==> src/rtl/dma_arb_pkg.sv <==
package dma_arb_pkg;
  typedef enum logic [2:0] {
    ST_IDLE = 3'd0,
    ST_REQ  = 3'd1,
    ST_ARB  = 3'd2,
    ST_XFR1 = 3'd3,
    ST_XFR2 = 3'd4
  } arb_st_e;
endpackage

==> src/rtl/dma_req_pick.sv <==
module dma_req_pick #(
  parameter int NSRC  = 4,
  parameter int SEL_W = 2
) (
  input  logic [NSRC-1:0]  req_i,
  output logic             any_o,
  output logic [SEL_W-1:0] code_o
);
  localparam int HALF = NSRC / 2;

  // all receive sources rank above all transmit sources, lower channel first
  always_comb begin
    any_o  = |req_i;
    code_o = '0;
    for (int i = NSRC - 1; i >= 0; i--) begin
      int idx;
      idx = (i < HALF) ? 2 * i : 2 * (i - HALF) + 1;
      if (req_i[idx]) code_o = SEL_W'(idx);
    end
  end
endmodule

==> src/rtl/dma_vec_sel.sv <==
module dma_vec_sel #(
  parameter int NSRC  = 4,
  parameter int VEC_W = 4,
  parameter int SEL_W = 2
) (
  input  logic [NSRC*VEC_W-1:0] cfg_i,
  input  logic [SEL_W-1:0]      sel_i,
  input  logic                  en_i,
  output logic [VEC_W-1:0]      vec_o
);
  logic [VEC_W-1:0] slot [NSRC];

  for (genvar g = 0; g < NSRC; g++) begin : g_slot
    assign slot[g] = cfg_i[g*VEC_W +: VEC_W];
  end

  assign vec_o = en_i ? slot[sel_i] : '0;
endmodule

==> src/rtl/dma_arb_seq.sv <==
module dma_arb_seq
  import dma_arb_pkg::*;
#(
  parameter int NSRC  = 4,
  parameter int SEL_W = 2
) (
  input  logic             clk_i,
  input  logic             rst_ni,
  input  logic             chan_rst_i,
  input  logic [NSRC-1:0]  req_i,
  input  logic             any_req_i,
  input  logic [SEL_W-1:0] pick_i,
  input  logic             arb_i,
  input  logic             won_i,
  input  logic             preempt_i,
  output arb_st_e          st_o,
  output logic [SEL_W-1:0] sel_o
);
  arb_st_e          st_q, st_d;
  logic [SEL_W-1:0] sel_q, sel_d;
  logic             sel_live;

  assign sel_live = req_i[sel_q];

  always_comb begin
    st_d  = st_q;
    sel_d = sel_q;
    unique case (st_q)
      ST_IDLE: if (any_req_i) begin
        st_d  = ST_REQ;
        sel_d = pick_i;
      end
      ST_REQ:  if (arb_i) st_d = ST_ARB;
      ST_ARB:  if (!arb_i) st_d = won_i ? ST_XFR1 : ST_REQ;
      ST_XFR1: st_d = ST_XFR2;
      ST_XFR2: begin
        if (!sel_live)     st_d = ST_IDLE;
        else if (preempt_i) st_d = ST_REQ;
      end
      default: st_d = ST_IDLE;
    endcase
    if (chan_rst_i) st_d = ST_IDLE;
  end

  always_ff @(posedge clk_i or negedge rst_ni) begin
    if (!rst_ni) begin
      st_q  <= ST_IDLE;
      sel_q <= '0;
    end else begin
      st_q  <= st_d;
      sel_q <= sel_d;
    end
  end

  assign st_o  = st_q;
  assign sel_o = sel_q;
endmodule

==> src/rtl/dma_arb.sv <==
module dma_arb
  import dma_arb_pkg::*;
#(
  parameter int NSRC  = 4,
  parameter int VEC_W = 4,
  localparam int SEL_W = $clog2(NSRC)
) (
  input  logic                  clk_i,
  input  logic                  rst_ni,
  input  logic                  chan_rst_i,
  input  logic [NSRC-1:0]       req_i,
  input  logic [NSRC*VEC_W-1:0] vec_cfg_i,
  input  logic                  arb_i,
  input  logic                  won_i,
  input  logic                  preempt_i,
  output logic [VEC_W-1:0]      vec_o,
  output logic                  vec_oe_o,
  output logic [SEL_W-1:0]      sel_o,
  output logic                  ack_o,
  output logic                  burst_o,
  output logic                  burst_oe_o,
  output logic                  preempt_o,
  output logic                  preempt_oe_o
);
  logic             any_req;
  logic [SEL_W-1:0] pick;
  arb_st_e          st;
  logic             in_xfr2;
  logic             pre_en;

  dma_req_pick #(.NSRC(NSRC), .SEL_W(SEL_W)) u_pick (
    .req_i  (req_i),
    .any_o  (any_req),
    .code_o (pick)
  );

  dma_arb_seq #(.NSRC(NSRC), .SEL_W(SEL_W)) u_seq (
    .clk_i      (clk_i),
    .rst_ni     (rst_ni),
    .chan_rst_i (chan_rst_i),
    .req_i      (req_i),
    .any_req_i  (any_req),
    .pick_i     (pick),
    .arb_i      (arb_i),
    .won_i      (won_i),
    .preempt_i  (preempt_i),
    .st_o       (st),
    .sel_o      (sel_o)
  );

  assign vec_oe_o = (st == ST_ARB);

  dma_vec_sel #(.NSRC(NSRC), .VEC_W(VEC_W), .SEL_W(SEL_W)) u_vec (
    .cfg_i (vec_cfg_i),
    .sel_i (sel_o),
    .en_i  (vec_oe_o),
    .vec_o (vec_o)
  );

  assign in_xfr2      = (st == ST_XFR2);
  assign pre_en       = (st == ST_REQ) || (st == ST_ARB);
  assign ack_o        = in_xfr2;
  assign burst_o      = in_xfr2;
  assign burst_oe_o   = in_xfr2;
  assign preempt_o    = pre_en;
  assign preempt_oe_o = pre_en;
endmodule

==> config.mk <==
export PLATFORM = sky130hd
export DESIGN_NAME = dma_arb
export DESIGN_NICKNAME = d
export VERILOG_FILES = /design/src/rtl/dma_arb_pkg.sv /design/src/rtl/dma_req_pick.sv /design/src/rtl/dma_vec_sel.sv /design/src/rtl/dma_arb_seq.sv /design/src/rtl/dma_arb.sv
export SDC_FILE = /design/constraint.sdc
export NUM_CORES = 1
export LEC_CHECK = 0
export ABC_AREA = 1
export BUFFER_PORTS_ARGS = -buffer_cell sky130_fd_sc_hd__buf_2
export CORE_MARGIN = 3
export CORE_UTILIZATION = 30
export CTS_BUF_LIST = sky130_fd_sc_hd__clkbuf_16
export CTS_CLUSTER_DIAMETER = 100
export DETAILED_ROUTE_END_ITERATION = 8
export PLACE_DENSITY = 0.6
export SLEW_MARGIN = 10
export SYNTH_ARGS = -nofsm -noshare
export SYNTH_HDL_FRONTEND = slang
export SYNTH_SLANG_ARGS = --single-unit
==> constraint.sdc <==
create_clock -name clk_i -period 1.2 [get_ports clk_i]
set_clock_uncertainty 0.2 [all_clocks]
set_input_delay 0.18 -clock clk_i [delete_from_list [all_inputs] [get_ports clk_i]]
set_output_delay 0.18 -clock clk_i [all_outputs]
set_load 0.02 [all_outputs]
# Word level (Yosys, flattened, before mapping)
# Index checks and enable logic that the tools add are counted.
[op_classes] n_addsub=0 multipliers=0 div=0 n_lt_le_gt_ge=2 eq_ne=8 shifts=0 muxes=18 bitwise=1 n_reduce_logical=5
[ops] operator="$mux 3" count=6
[ops] operator="$pmux 3 s5" count=1
[ops] operator="$mux 4" count=3
[ops] operator="$mux 2" count=5
[ops] operator="$ne 3x3->1 const B" count=3
[ops] operator="$bmux 4 s2" count=1
[ops] operator="$eq 3x2->1 const B" count=2
[ops] operator="$ne 4x4->1 const B" count=1
[ops] operator="$reduce_and 4->1" count=1
[ops] operator="$reduce_or 4->1" count=1
[ops] operator="$eq 3x1->1 const B" count=1
[ops] operator="$eq 3x3->1 const B" count=1
[ops] operator="$ge 3x3->1 const B" count=1
[ops] operator="$logic_not 3->1" count=1
[ops] operator="$lt 2x3->1 const B" count=1
[ops] operator="$not 2->3" count=1
[ops] operator="$bmux 1 s2" count=1
[ops] operator="$reduce_and 2->1" count=1
[ops] operator="$logic_or 1x1->1" count=1
[ops] operator="$mux 1" count=1
[totals] reg_bits=5 latchBits=0 mem_bits_rw=0 rom_bits=0 inputBits=26 output_inout_bits=12 mem_count=0

# Depth between registers and ports, before layout
# Gate-level depths: netlist of run 1.
[depth] word_depth=5 ltp_mapped=9

# Modules after synthesis
# From an unflattened synthesis of run 1, not the netlist that was laid out.
[unflattened] cells_unflattened=119 hier_area_um2=645.6
[modules_own_cells] module="dma_arb_seq" instances=1 cells_each=51 area_per_inst_um2=335.3 seq_area_each_um2=125.1
[modules_own_cells] module="dma_vec_sel" instances=1 cells_each=48 area_per_inst_um2=207.7 seq_area_each_um2=0.0
[modules_own_cells] module="dma_arb" instances=1 cells_each=11 area_per_inst_um2=56.3 seq_area_each_um2=0.0
[modules_own_cells] module="dma_req_pick" instances=1 cells_each=9 area_per_inst_um2=46.3 seq_area_each_um2=0.0

# Worst setup path before layout of run 1
# Ideal clock, no wire load.
[synth_path] path_type="reg2out" from="register u_seq.sel_q[0], in the netlist u_seq.sel_o[0]" to="output vec_o[1]" t_arrival_ps=1217 path_slack_ps=-397 path_stages_with_launch=6 n_path_buf=1 path_cell_list="dfrtp_1 -> buf_4 -> nor2_1 -> nor2_1 -> o21ai_0 -> a21oi_1"
[synth_via] elab_chain_len=5
[synth_rtl] element="start: declaration" line="dma_arb_seq.sv:20" source="logic [SEL_W-1:0] sel_q, sel_d;"
[synth_rtl] element="start signal: assignment" line="dma_arb_seq.sv:51" source="sel_q <= sel_d;"
[synth_rtl] element="$not 2->3 (implied by the code)" line="dma_vec_sel.sv:17" source="assign vec_o = en_i ? slot[sel_i] : '0;"
[synth_rtl] element="$bmux 4 s2" line="dma_vec_sel.sv:17"
[synth_rtl] element="$mux 4 (implied by the code) (2 in a row)" line="dma_vec_sel.sv:17"
[synth_rtl] element="$mux 4" line="dma_vec_sel.sv:17"
[synth_rtl] element="end: declaration" line="dma_arb.sv:16" source="output logic [VEC_W-1:0] vec_o,"
# No other way between the ends. The select of a mux whose other input is x is not followed.

# Final worst setup path of run 1
[layout_path] from="register u_seq.sel_q[1], in the netlist u_seq.sel_o[1]" to="output vec_o[1]"
# Same word-level chain as after synthesis.

==> results of run 1 <==
-- sequential cells by signal, indices dropped and copies added (netlist names) --
name and flops:
u_seq.st_o 3, u_seq.sel_o 2
-- power by group through the flow --
stage	Combinational (W)	Sequential, W	Clock, W
final	0.00112	0.000267	0.000551
after global routing	0.00120	0.000271	0.000562
after CTS	0.00101	0.000263	0.000547
after detailed placement	0.000596	0.000295	0
after global placement	0.000588	0.000292	0
after floorplan	0.000482	0.000287	0
-- per-stage QoR --
stage,area (µm²),hold slack [ps],std cells
detailed placement,767.0,-191.1,149
CTS,1095,50.40,165
global placement,767.0,-192.4,149
global route,1160,80.43,168
finish,1160,52.44,168
floorplan,589.3,-315.6,92
-- what timing repair did --
| item | CTS | global route |
|---|---|---|
| setup endpoints to repair | 17 | 17 |
| hold endpoints to repair | 6 | 0 |
| hold buffers | 2 | 0 |
| buffers inserted | 9 | 3 |
| gates cloned | 1 | 0 |
| pin swaps | 15 | 2 |
| resized for setup | 45 | 12 |
-- final timing paths --
check                                  to  cells past startpoint      startpoint  slack (ps)
min in group asynchronous  u_seq.sel_o[0]                      2          rst_ni         100
hold reg to reg             u_seq.st_o[2]                      2   u_seq.st_o[1]         510
max in group asynchronous   u_seq.st_o[0]                      2          rst_ni         540
setup / recovery                 vec_o[1]                      5  u_seq.sel_o[1]        -420
hold / removal              u_seq.st_o[1]                      3           arb_i          50
setup reg to reg            u_seq.st_o[0]                     10  u_seq.sel_o[0]        -380
-- cells by family after synthesis --
kind of cell           Yosys count
buffers and inverters           18
flip-flops                       5
AND/OR/NAND/NOR                 49
AO/OA/AOI/OAI                   20
-- routing by layer --
layer	wire [µm]	up-vias	part of all wire	track usage
met5	0	-	0	0
met4	37	0	0.018	0.07109
met3	105	6	0.050	0.03374
met2	1124	35	0.53	0.3122
met1	839	368	0.40	0.2056
li1	-	397	-	-
-- worst min-delay path: stages --
cell and delay (ps):
buf_2 120, nand3_1 80, nand2_1 50
-- cells in the final DEF, fill, tap and decap left out, types with 3 or more instances in the layout --
master     Yosys  final
nand2_1       16     13
nand2_2        1      3
o21ai_1        1      7
clkbuf_16      0      3
nand3_1        5      5
buf_4          4     12
nor2_4         0      8
buf_2          1     25
inv_1         11     11
a21oi_2        1      7
buf_6          0     12
nor2_1        20     11
o21ai_2        0      3
dfrtp_2        0      4
-- layout make-up --
| class | instances | area share |
|---|---|---|
| clock inverter | 1 | 0.003236 |
| timing repair inverter | 1 | 0.005394 |
| multi-input combinational | 69 | 0.4035 |
| sequential | 5 | 0.1122 |
| inverter | 13 | 0.04854 |
| clock buffer | 3 | 0.06473 |
| timing repair buffer | 52 | 0.3366 |
| tap | 24 | 0.02589 |
==> impl_results.md, run 1 <==
* Combinational Power Share at 0.579
* Mapped Cells at 92
* Clock Latency Late Sink at 230 ps
* Post-Synth XOR/XNOR Area at 0
* H-tree levels at 1
* Top-level port count at 38
* Cell Pwr Density at around 1700 nW/µm²
* Crit-path slowest cell: dfrtp_2
* Slew headroom at 0.7815
* Die X at 48.69 µm
* IO Port Bufs at 37
* Initial Util at 0.3393
* Leak at 0.5781 nW
* Synth Flop Type: dfrtp_1
* Violated checks: negative setup slack
* Synth Area in Simple Gates at 0.4119
* Average size of a mapped cell at 5.943 µm²
* DRT antenna net count at 0
* Worst Path Max Fanout at 6
* Worst vdd rail ir drop at ~1.2 mV
* Share of cells above drive strength 1 at 0.6250
* Power, Total at between 0.0015 and 0.002 W
* Antenna violations before repair at 0
* Global-route wire length before repair at ~3300 µm
* Most frequent cell after synthesis: nor2_1
* Largest net degree at the start of global routing at 8
* Period minus WS final at 1625 ps
* Core Area at ~1600 µm²
* Initial detailed-routing violation count at 22
* Ant. Diodes at 0
* Synth Cell Area at 546.8 µm²
* Root buf cell: clkbuf_16
* Die area at between 2000 and 2500 µm²
* Crit end category: output port
* Final Cycle Share at 1.354
* Site row count at 14
* Commonest cells in the synthesized netlist: nor2_1 (20), nand2_1 (16), inv_1 (11)
* RSZ-0062 raised after global routing: true
* Yosys top cell area share at 0.2288
* Area leader, netlist: dfrtp_1
* Max-slew violations at 0
* Hold Fails Final Rpt at 0
* Routability cong. at 0.7504
* Netlist cell types at 21
* CP Class: reg -> out
* Critical Path RT at 820 ps
* Compound-Gate Fraction of Synth Area at 0.2059
* Syn_nets at 118
* Synth area leaders: dfrtp_1 (23%), nor2_1 (14%), nand2_1 (11%), o21ai_0 (9.2%), inv_1 (7.6%)
* DR DRC count at 0
* Max incr delay on CP at 430 ps
* Hpwl dp at 1320 µm
* Yosys reg bits at 5
* Avg WL per Cell at 12.54 µm
* Post-synth EDFFs at 0
* Status: finished with violations
* Clock power share at 0.284
* Register share of total power at 0.137
* Worst setup slack after layout at -424.7 ps
* Area of the multi-input gates at 467.9 µm²
* Max-cap violations at 0
* Combinational family with the most area after synthesis: simple AND/OR/NAND/NOR gates
* Nets at between 150 and 200
* YS warnings at 0
* CTS tree: yes
* Reg area at 130.1 µm²
* Final WL at 2106 µm
* Internal Power at 0.001166 W
* GR Util All Layers at 0.1761
* CP Cell Sequence: inv_1 -> nor2_1 -> o21ai_1 -> a21oi_2 -> buf_4
* Area growth from synthesis to layout at 112.1%
* Vias in the first global route at about 750
* Clock buffer depth at 2
* Min-delay worst type: in -> reg
* TritonRoute pass-1 iters at 4
* Fmax at 615.5 MHz
* Setup TNS at -5182 ps
* Fraction of registers with async set/reset at 1.000
* Crit path buf inv count at 2
* Critical path's top delay family: flip-flops
* Final global-route overflow total at 0
* Critical Path AT at 1240 ps
* Vias per cell at 4.798
* Fillers at 132
* Post-Synth Adder-Cell Area at 0
* Clk slew on worst S/H paths at 40 ps
* TritonCTS Buffers at 3
* Final setup vio count at 17
* Sw Pwr at 0.0007765 W
* Dpl ws at -243.3 ps
* Routed via count at around 800
* Clk sink count at 5
* Net Sw Frac at 0.3998
* CP startpoint kind: register
* Fin util at 0.7197
* Die Span Y at ~49 µm
* Register area share after synthesis at 0.2288
* Multiplexer share of the synthesized area at 0
* Worst Max-Slew Pin Slew at between 300 and 400 ps
Note: power is estimated with default switching activity, not from simulation.
==> run 2: changes to the inputs <==
Settings changed: CORE_UTILIZATION 30 to 36, PLACE_DENSITY 0.6 to 0.7.
==> impl_results.md, run 2 (synthesized netlist as in run 1, its figures left out) <==
* IO Port Bufs at 37 (unchanged)
* Final global-route overflow total at 0 (unchanged)
* Leak at 0.5814 nW (was 0.5781 nW)
* Final Cycle Share at 1.366 (was 1.354)
* Global-route wire length before repair at 3284 µm (was 3305 µm)
* Initial Util at 0.4002 (was 0.3393)
* Final setup vio count at 17 (unchanged)
* Share of cells above drive strength 1 at 0.6276 (was 0.6250)
* Worst setup slack after layout at -439.4 ps (was -424.7 ps)
* TritonCTS Buffers at 3 (unchanged)
* Critical R2R Launch: u_seq.sel_o[0] (unchanged)
* Clock buffer depth at 2 (unchanged)
* Status: finished with violations (unchanged)
* Period minus WS final at 1639 ps (was 1625 ps)
* Nets at 172 (was 171)
* Fmax at 610.0 MHz (was 615.5 MHz)
* Site row count at 13 (was 14)
* Commonest non-fill, non-tap cell in the layout: buf_2 (unchanged)
* GR Util All Layers at 0.2260 (was 0.1761)
* DR DRC count at 0 (unchanged)
* Clock Latency Late Sink at 230 ps (about the same)
* Fin util at 0.8297 (was 0.7197)
* Die area at 2022 µm² (was 2371 µm²)
* Die X at 44.97 µm (was 48.69 µm)
* Crit end category: register (was output port)
* Cell Pwr Density at 1675 nW/µm² (was 1674 nW/µm²)
* Crit path buf inv count at 3 (was 2)
* Reg area at 131.4 µm² (was 130.1 µm²)
* Critical path's top delay family: simple AND/OR/NAND/NOR gates (was flip-flops)
* CP dominant cell by count: nand2_1
* Non-filler cells, final at 160 (was 168)
* Fillers at 86 (was 132)
* CTS tree: yes (unchanged)
* Worst Path Max Fanout at 9 (was 6)
* Hold path start: arb_i (unchanged)
* Clk sink count at 5 (unchanged)
* H-tree levels at 1 (unchanged)
* Hold Fails Final Rpt at 0 (unchanged)
* Violated checks: negative setup slack (unchanged)
* Worst Max-Slew Pin Slew at 461.8 ps (was 326.6 ps)
* FF-to-FF setup slack at -440 ps (was -380 ps)
* RSZ-0062 raised after global routing: true (unchanged)
* Hpwl dp at 1371 µm (was 1320 µm)
* Routed via count at 847 (was 806)
* Area of the multi-input gates at 440.4 µm² (was 467.9 µm²)
* Max-cap violations at 0 (unchanged)
* Min-delay worst type: in -> reg (unchanged)
* CP startpoint kind: register (unchanged)
* Combinational Power Share at 0.564 (was 0.579)
* DRT antenna net count at 0 (unchanged)
* Max FFs per register at 3 (unchanged)
* Worst hold path depth at 3 (unchanged)
* Register share of total power at 0.148 (was 0.137)
* Dpl ws at -251.9 ps (was -243.3 ps)
* RR Endpoint: u_seq.st_o[0] (unchanged)
* Internal Power at 0.001145 W (was 0.001166 W)
* Antenna violations before repair at 0 (unchanged)
* Vias in the first global route at 787 (was 751)
* Top-level port count at 38 (unchanged)
* Avg WL per Cell at 14.58 µm (was 12.54 µm)
* Placed cells at 141 (was 149)
* Clock power share at 0.288 (was 0.284)
* Slew headroom at 0.6910 (was 0.7815)
* Largest net degree at the start of global routing at 10 (was 8)
* Worst vdd rail ir drop at 1.195 mV (was 1.166 mV)
* CP Cell Sequence: buf_6 -> inv_6 -> buf_4 -> nand2_1 -> nand3_1 -> nand2_1 -> nand2_1 -> nand2_1 -> nand2_1 -> o21bai_2 (was inv_1 -> nor2_1 -> o21ai_1 -> a21oi_2 -> buf_4)
* Sw Pwr at 0.0007539 W (was 0.0007765 W)
* Net Sw Frac at 0.3970 (was 0.3998)
* Crit-path slowest cell: dfrtp_2 (unchanged)
* CP Class: reg -> reg (was reg -> out)
* Clk slew on worst S/H paths at 30 ps (was 40 ps)
* Die Span Y at 44.97 µm (was 48.69 µm)
* Final hold slack at 42.63 ps (was 52.44 ps)
* Core Area at 1366 µm² (was 1612 µm²)
* Vias per cell at 5.294 (was 4.798)
* Most frequent cells in the layout: buf_2 (26), buf_6 (16), nand2_1 (14) (was buf_2 (25), nand2_1 (13), buf_6 (12), buf_4 (12))
* Routability cong. at 0.8070 (was 0.7504)
* Critical Path RT at 1110 ps (was 820 ps)
* Max-slew violations at 0 (unchanged)
* Final WL at 2333 µm (was 2106 µm)
* Worst Hold End: u_seq.st_o[1] (unchanged)
* Worst-case reg-to-reg path depth at 10 (unchanged)
* Max incr delay on CP at 410 ps (was 430 ps)
* Ant. Diodes at 0 (unchanged)
* Critical Path AT at 1550 ps (was 1240 ps)
* TritonRoute pass-1 iters at 4 (unchanged)
* Area growth from synthesis to layout at 107.3% (was 112.1%)
* Root buf cell: clkbuf_16 (unchanged)
* Initial detailed-routing violation count at 20 (was 22)
## run 2: cell count changes in the layout (fill, tap and decap cells not counted), sizes merged
cell	change
buf	+2
inv	-1
## run 2: worst max path at each step
| stage | end | slack (ps) | startpoint | cells past startpoint |
|---|---|---|---|---|
| 6_report | u_seq.st_o[0] | -440 | u_seq.sel_o[0] | 10 |
| 5_1_grt | vec_o[0] | -530 | u_seq.sel_o[0] | 6 |
| 4_1_cts | vec_o[0] | -390 | u_seq.sel_o[0] | 6 |
| 3_5_place_dp | vec_o[0] | -250 | u_seq.sel_o[0] | 4 |
| 3_3_place_gp | vec_o[0] | -230 | u_seq.sel_o[1] | 5 |
| 2_1_floorplan | vec_o[0] | -180 | u_seq.sel_o[0] | 5 |
## run 2: final cells by class
cell class	instances	area share
inverters	13	0.05188
repair buffers	54	0.3576
flip-flops and latches	5	0.1159
multi-input cells	69	0.3885
clock inverters	1	0.003311
clock buffers	3	0.06623
well taps	15	0.01656
## run 2: tightest hold or removal path, stage by stage
cell	delay [ps]
buf_2	120
nand3_1	80
nand2_1	50
## run 2: layer usage
layer,track usage,vias to the layer above,wire (µm),part of all wire
met2,0.3729,50,1246,0.53
met4,0.1637,0,110,0.047
met1,0.2585,387,826,0.35
met3,0.03984,12,149,0.064
met5,0,-,0,0
li1,-,398,-,-
## run 2: metrics by stage
| step | setup TNS (ps) | power [W] | cell area (µm²) |
|---|---|---|---|
| floorplan | -1642 | 0.0007687 | 589.3 |
| global placement | -2106 | 0.0008787 | 763.2 |
| CTS | -4780 | 0.001679 | 1018 |
| finish | -5459 | 0.001899 | 1134 |
| detailed placement | -2637 | 0.0009019 | 763.2 |
| global route | -6197 | 0.001988 | 1134 |
## run 2: timing repair
item	4_1_cts	5_1_grt
setup buffers	8	5
hold endpoints to repair	6	0
pin swaps	8	7
endpoints found under the setup margin	17	17
resized for setup	36	20
hold buffers	2	0
gates cloned	0	0
## run 2: power by group through the flow
| stage | combinational [W] | sequential (W) | clock (W) |
|---|---|---|---|
| after floorplan | 0.000482 | 0.000287 | 0 |
| after global placement | 0.000588 | 0.000291 | 0 |
| after detailed placement | 0.000607 | 0.000295 | 0 |
| after CTS | 0.000856 | 0.000273 | 0.000550 |
| after global routing | 0.00114 | 0.000285 | 0.000562 |
| final | 0.00107 | 0.000282 | 0.000547 |
==> run 3: changes to the inputs <==
Settings changed: PLACE_DENSITY 0.7 to 0.77, SKIP_CTS_REPAIR_TIMING set to 1.
==> impl_results.md, run 3 (synthesized netlist as in run 1, its figures left out) <==
* Clk sink count at 5 (unchanged)
* Commonest non-fill, non-tap cell in the layout: buf_2 (unchanged)
* Vias in the first global route at 678 (was 787)
* Final WL at 2240 µm (was 2333 µm)
* Clock Latency Late Sink at 230 ps (about the same)
* IO Port Bufs at 37 (unchanged)
* Register share of total power at 0.159 (was 0.148)
* Clock power share at 0.304 (was 0.288)
* Clock buffer depth at 2 (unchanged)
* Min-delay worst type: in -> reg (unchanged)
* Final global-route overflow total at 0 (unchanged)
* Worst Path Max Fanout at 3 (was 9)
* TritonRoute pass-1 iters at 4 (unchanged)
* Die Span Y at 44.97 µm (unchanged)
* Worst setup slack after layout at -453.6 ps (was -439.4 ps)
* Global-route wire length before repair at 2822 µm (was 3284 µm)
* Crit-path slowest cell: dfrtp_2 (unchanged)
* Ant. Diodes at 0 (unchanged)
* Slew headroom at 0.8135 (was 0.6910)
* Max FFs per register at 3 (unchanged)
* Crit end category: output port (was register)
* Worst vdd rail ir drop at 1.211 mV (was 1.195 mV)
* Core Area at 1366 µm² (unchanged)
* Hold Fails Final Rpt at 0 (unchanged)
* Critical Path AT at 1270 ps (was 1550 ps)
* Fmax at 604.7 MHz (was 610.0 MHz)
* Largest net degree at the start of global routing at 13 (was 10)
* CP Cell Sequence: buf_6 -> nor2_1 -> nor2_1 -> o21ai_1 -> a21oi_2 -> buf_4 (was buf_6 -> inv_6 -> buf_4 -> nand2_1 -> nand3_1 -> nand2_1 -> nand2_1 -> nand2_1 -> nand2_1 -> o21bai_2)
* Nets at 166 (was 172)
* Top-level port count at 38 (unchanged)
* Non-filler cells, final at 154 (was 160)
* Violated checks: negative setup slack (unchanged)
* Initial detailed-routing violation count at 20 (unchanged)
* Placed cells at 141 (unchanged)
* CP startpoint kind: register (unchanged)
* RSZ-0062 raised after global routing: true (unchanged)
* Status: finished with violations (unchanged)
* Routed via count at 821 (was 847)
* Routability cong. at 0.7648 (was 0.8070)
* Final setup vio count at 17 (unchanged)
* Net Sw Frac at 0.3978 (was 0.3970)
* Critical Path RT at 820 ps (was 1110 ps)
* Dpl ws at -249.7 ps (was -251.9 ps)
* Max-slew violations at 0 (unchanged)
* Share of cells above drive strength 1 at 0.5899 (was 0.6276)
* DRT antenna net count at 0 (unchanged)
* Clk slew on worst S/H paths at 40 ps (was 30 ps)
* CTS tree: yes (unchanged)
* Site row count at 13 (unchanged)
* CP Class: reg -> out (was reg -> reg)
* Root buf cell: clkbuf_16 (unchanged)
* Setup TNS at -5205 ps (was -5459 ps)
* H-tree levels at 1 (unchanged)
* Antenna violations before repair at 0 (unchanged)
* Period minus WS final at 1654 ps (was 1639 ps)
* Sw Pwr at 0.0007267 W (was 0.0007539 W)
* Max-cap violations at 0 (unchanged)
* Leak at 0.5494 nW (was 0.5814 nW)
* Most frequent cells in the layout: buf_2 (25), nor2_1 (14), nand2_1 (13) (was buf_2 (26), buf_6 (16), nand2_1 (14))
* Area growth from synthesis to layout at 94.28% (was 107.3%)
* Cell Pwr Density at 1720 nW/µm² (was 1675 nW/µm²)
* CP dominant cell by count: nor2_1 (was nand2_1)
* Initial Util at 0.4002 (unchanged)
* Avg WL per Cell at 14.55 µm (was 14.58 µm)
* Die area at 2022 µm² (unchanged)
* Max incr delay on CP at 430 ps (was 410 ps)
* Fin util at 0.7775 (was 0.8297)
* GR Util All Layers at 0.1856 (was 0.2260)
* Vias per cell at 5.331 (was 5.294)
* Combinational Power Share at 0.537 (was 0.564)
* Hpwl dp at 1328 µm (was 1371 µm)
* DR DRC count at 0 (unchanged)
* Final Cycle Share at 1.378 (was 1.366)
* Die X at 44.97 µm (unchanged)
* TritonCTS Buffers at 3 (unchanged)
* Worst Max-Slew Pin Slew at 278.8 ps (was 461.8 ps)
* Internal Power at 0.001100 W (was 0.001145 W)
[run 3: changes by cell type in the layout (fill, tap and decap cells not counted), moves of 2 or more]
cell and change:
buf_4 -2, o21ai_2 -2, nand2_2 +2, buf_6 -4
o21ai_1 +2
[run 3: worst max-delay path, delay by kind of cell (launching register included)]
kind,cells,cell delay (ps)
AOI/OAI and AO/OA,2,160
and+or+nand+nor,2,150
buffers and inverters,2,300
DFF,1,430
[run 3: final timing paths]
kind	startpoint	to	slack (ps)	cells after the start
worst max-delay path	u_seq.sel_o[0]	vec_o[2]	-450	6
worst min-delay path	preempt_i	u_seq.st_o[2]	70	4
worst max register to register	u_seq.sel_o[0]	u_seq.st_o[1]	-330	8
worst min register to register	u_seq.sel_o[1]	u_seq.sel_o[1]	500	2
max in group asynchronous	rst_ni	u_seq.st_o[0]	500	2
min in group asynchronous	rst_ni	u_seq.sel_o[0]	140	2
[run 3: power groups by stage]
stage | clock (W) | combinational, W | sequential [W]
after floorplan | 0 | 0.000482 | 0.000287
after global placement | 0 | 0.000583 | 0.000290
after detailed placement | 0 | 0.000597 | 0.000292
after CTS | 0.000545 | 0.000602 | 0.000290
after global routing | 0.000574 | 0.00107 | 0.000293
final | 0.000554 | 0.000982 | 0.000291
[run 3: layer usage]
| metal | share of wire | global-route usage | up-vias | routed length (µm) |
|---|---|---|---|---|
| li1 | - | - | 384 | - |
| met1 | 0.39 | 0.2408 | 383 | 875 |
| met2 | 0.52 | 0.3023 | 44 | 1158 |
| met3 | 0.062 | 0.02789 | 10 | 138 |
| met4 | 0.030 | 0.08187 | 0 | 68 |
| met5 | 0 | 0 | - | 0 |
[run 3: per-stage QoR]
stage,area (µm²),total power (W),hold slack [ps]
CTS,842.1,0.001436,-438.6
detailed placement,763.2,0.0008888,-199.6
global placement,763.2,0.0008736,-199.1
finish,1062,0.001827,69.91
floorplan,589.3,0.0007687,-315.6
global route,1062,0.001934,79.75
[run 3: cell type report]
class,instances,area (µm²)
Fill cell,82,304.0
Clock inverter,1,3.754
Clock buffer,3,75.07
Inverter,13,63.81
Timing Repair Buffer,48,355.3
Tap cell,15,18.77
Multi-Input combinational cell,69,415.4
Sequential cell,5,130.1
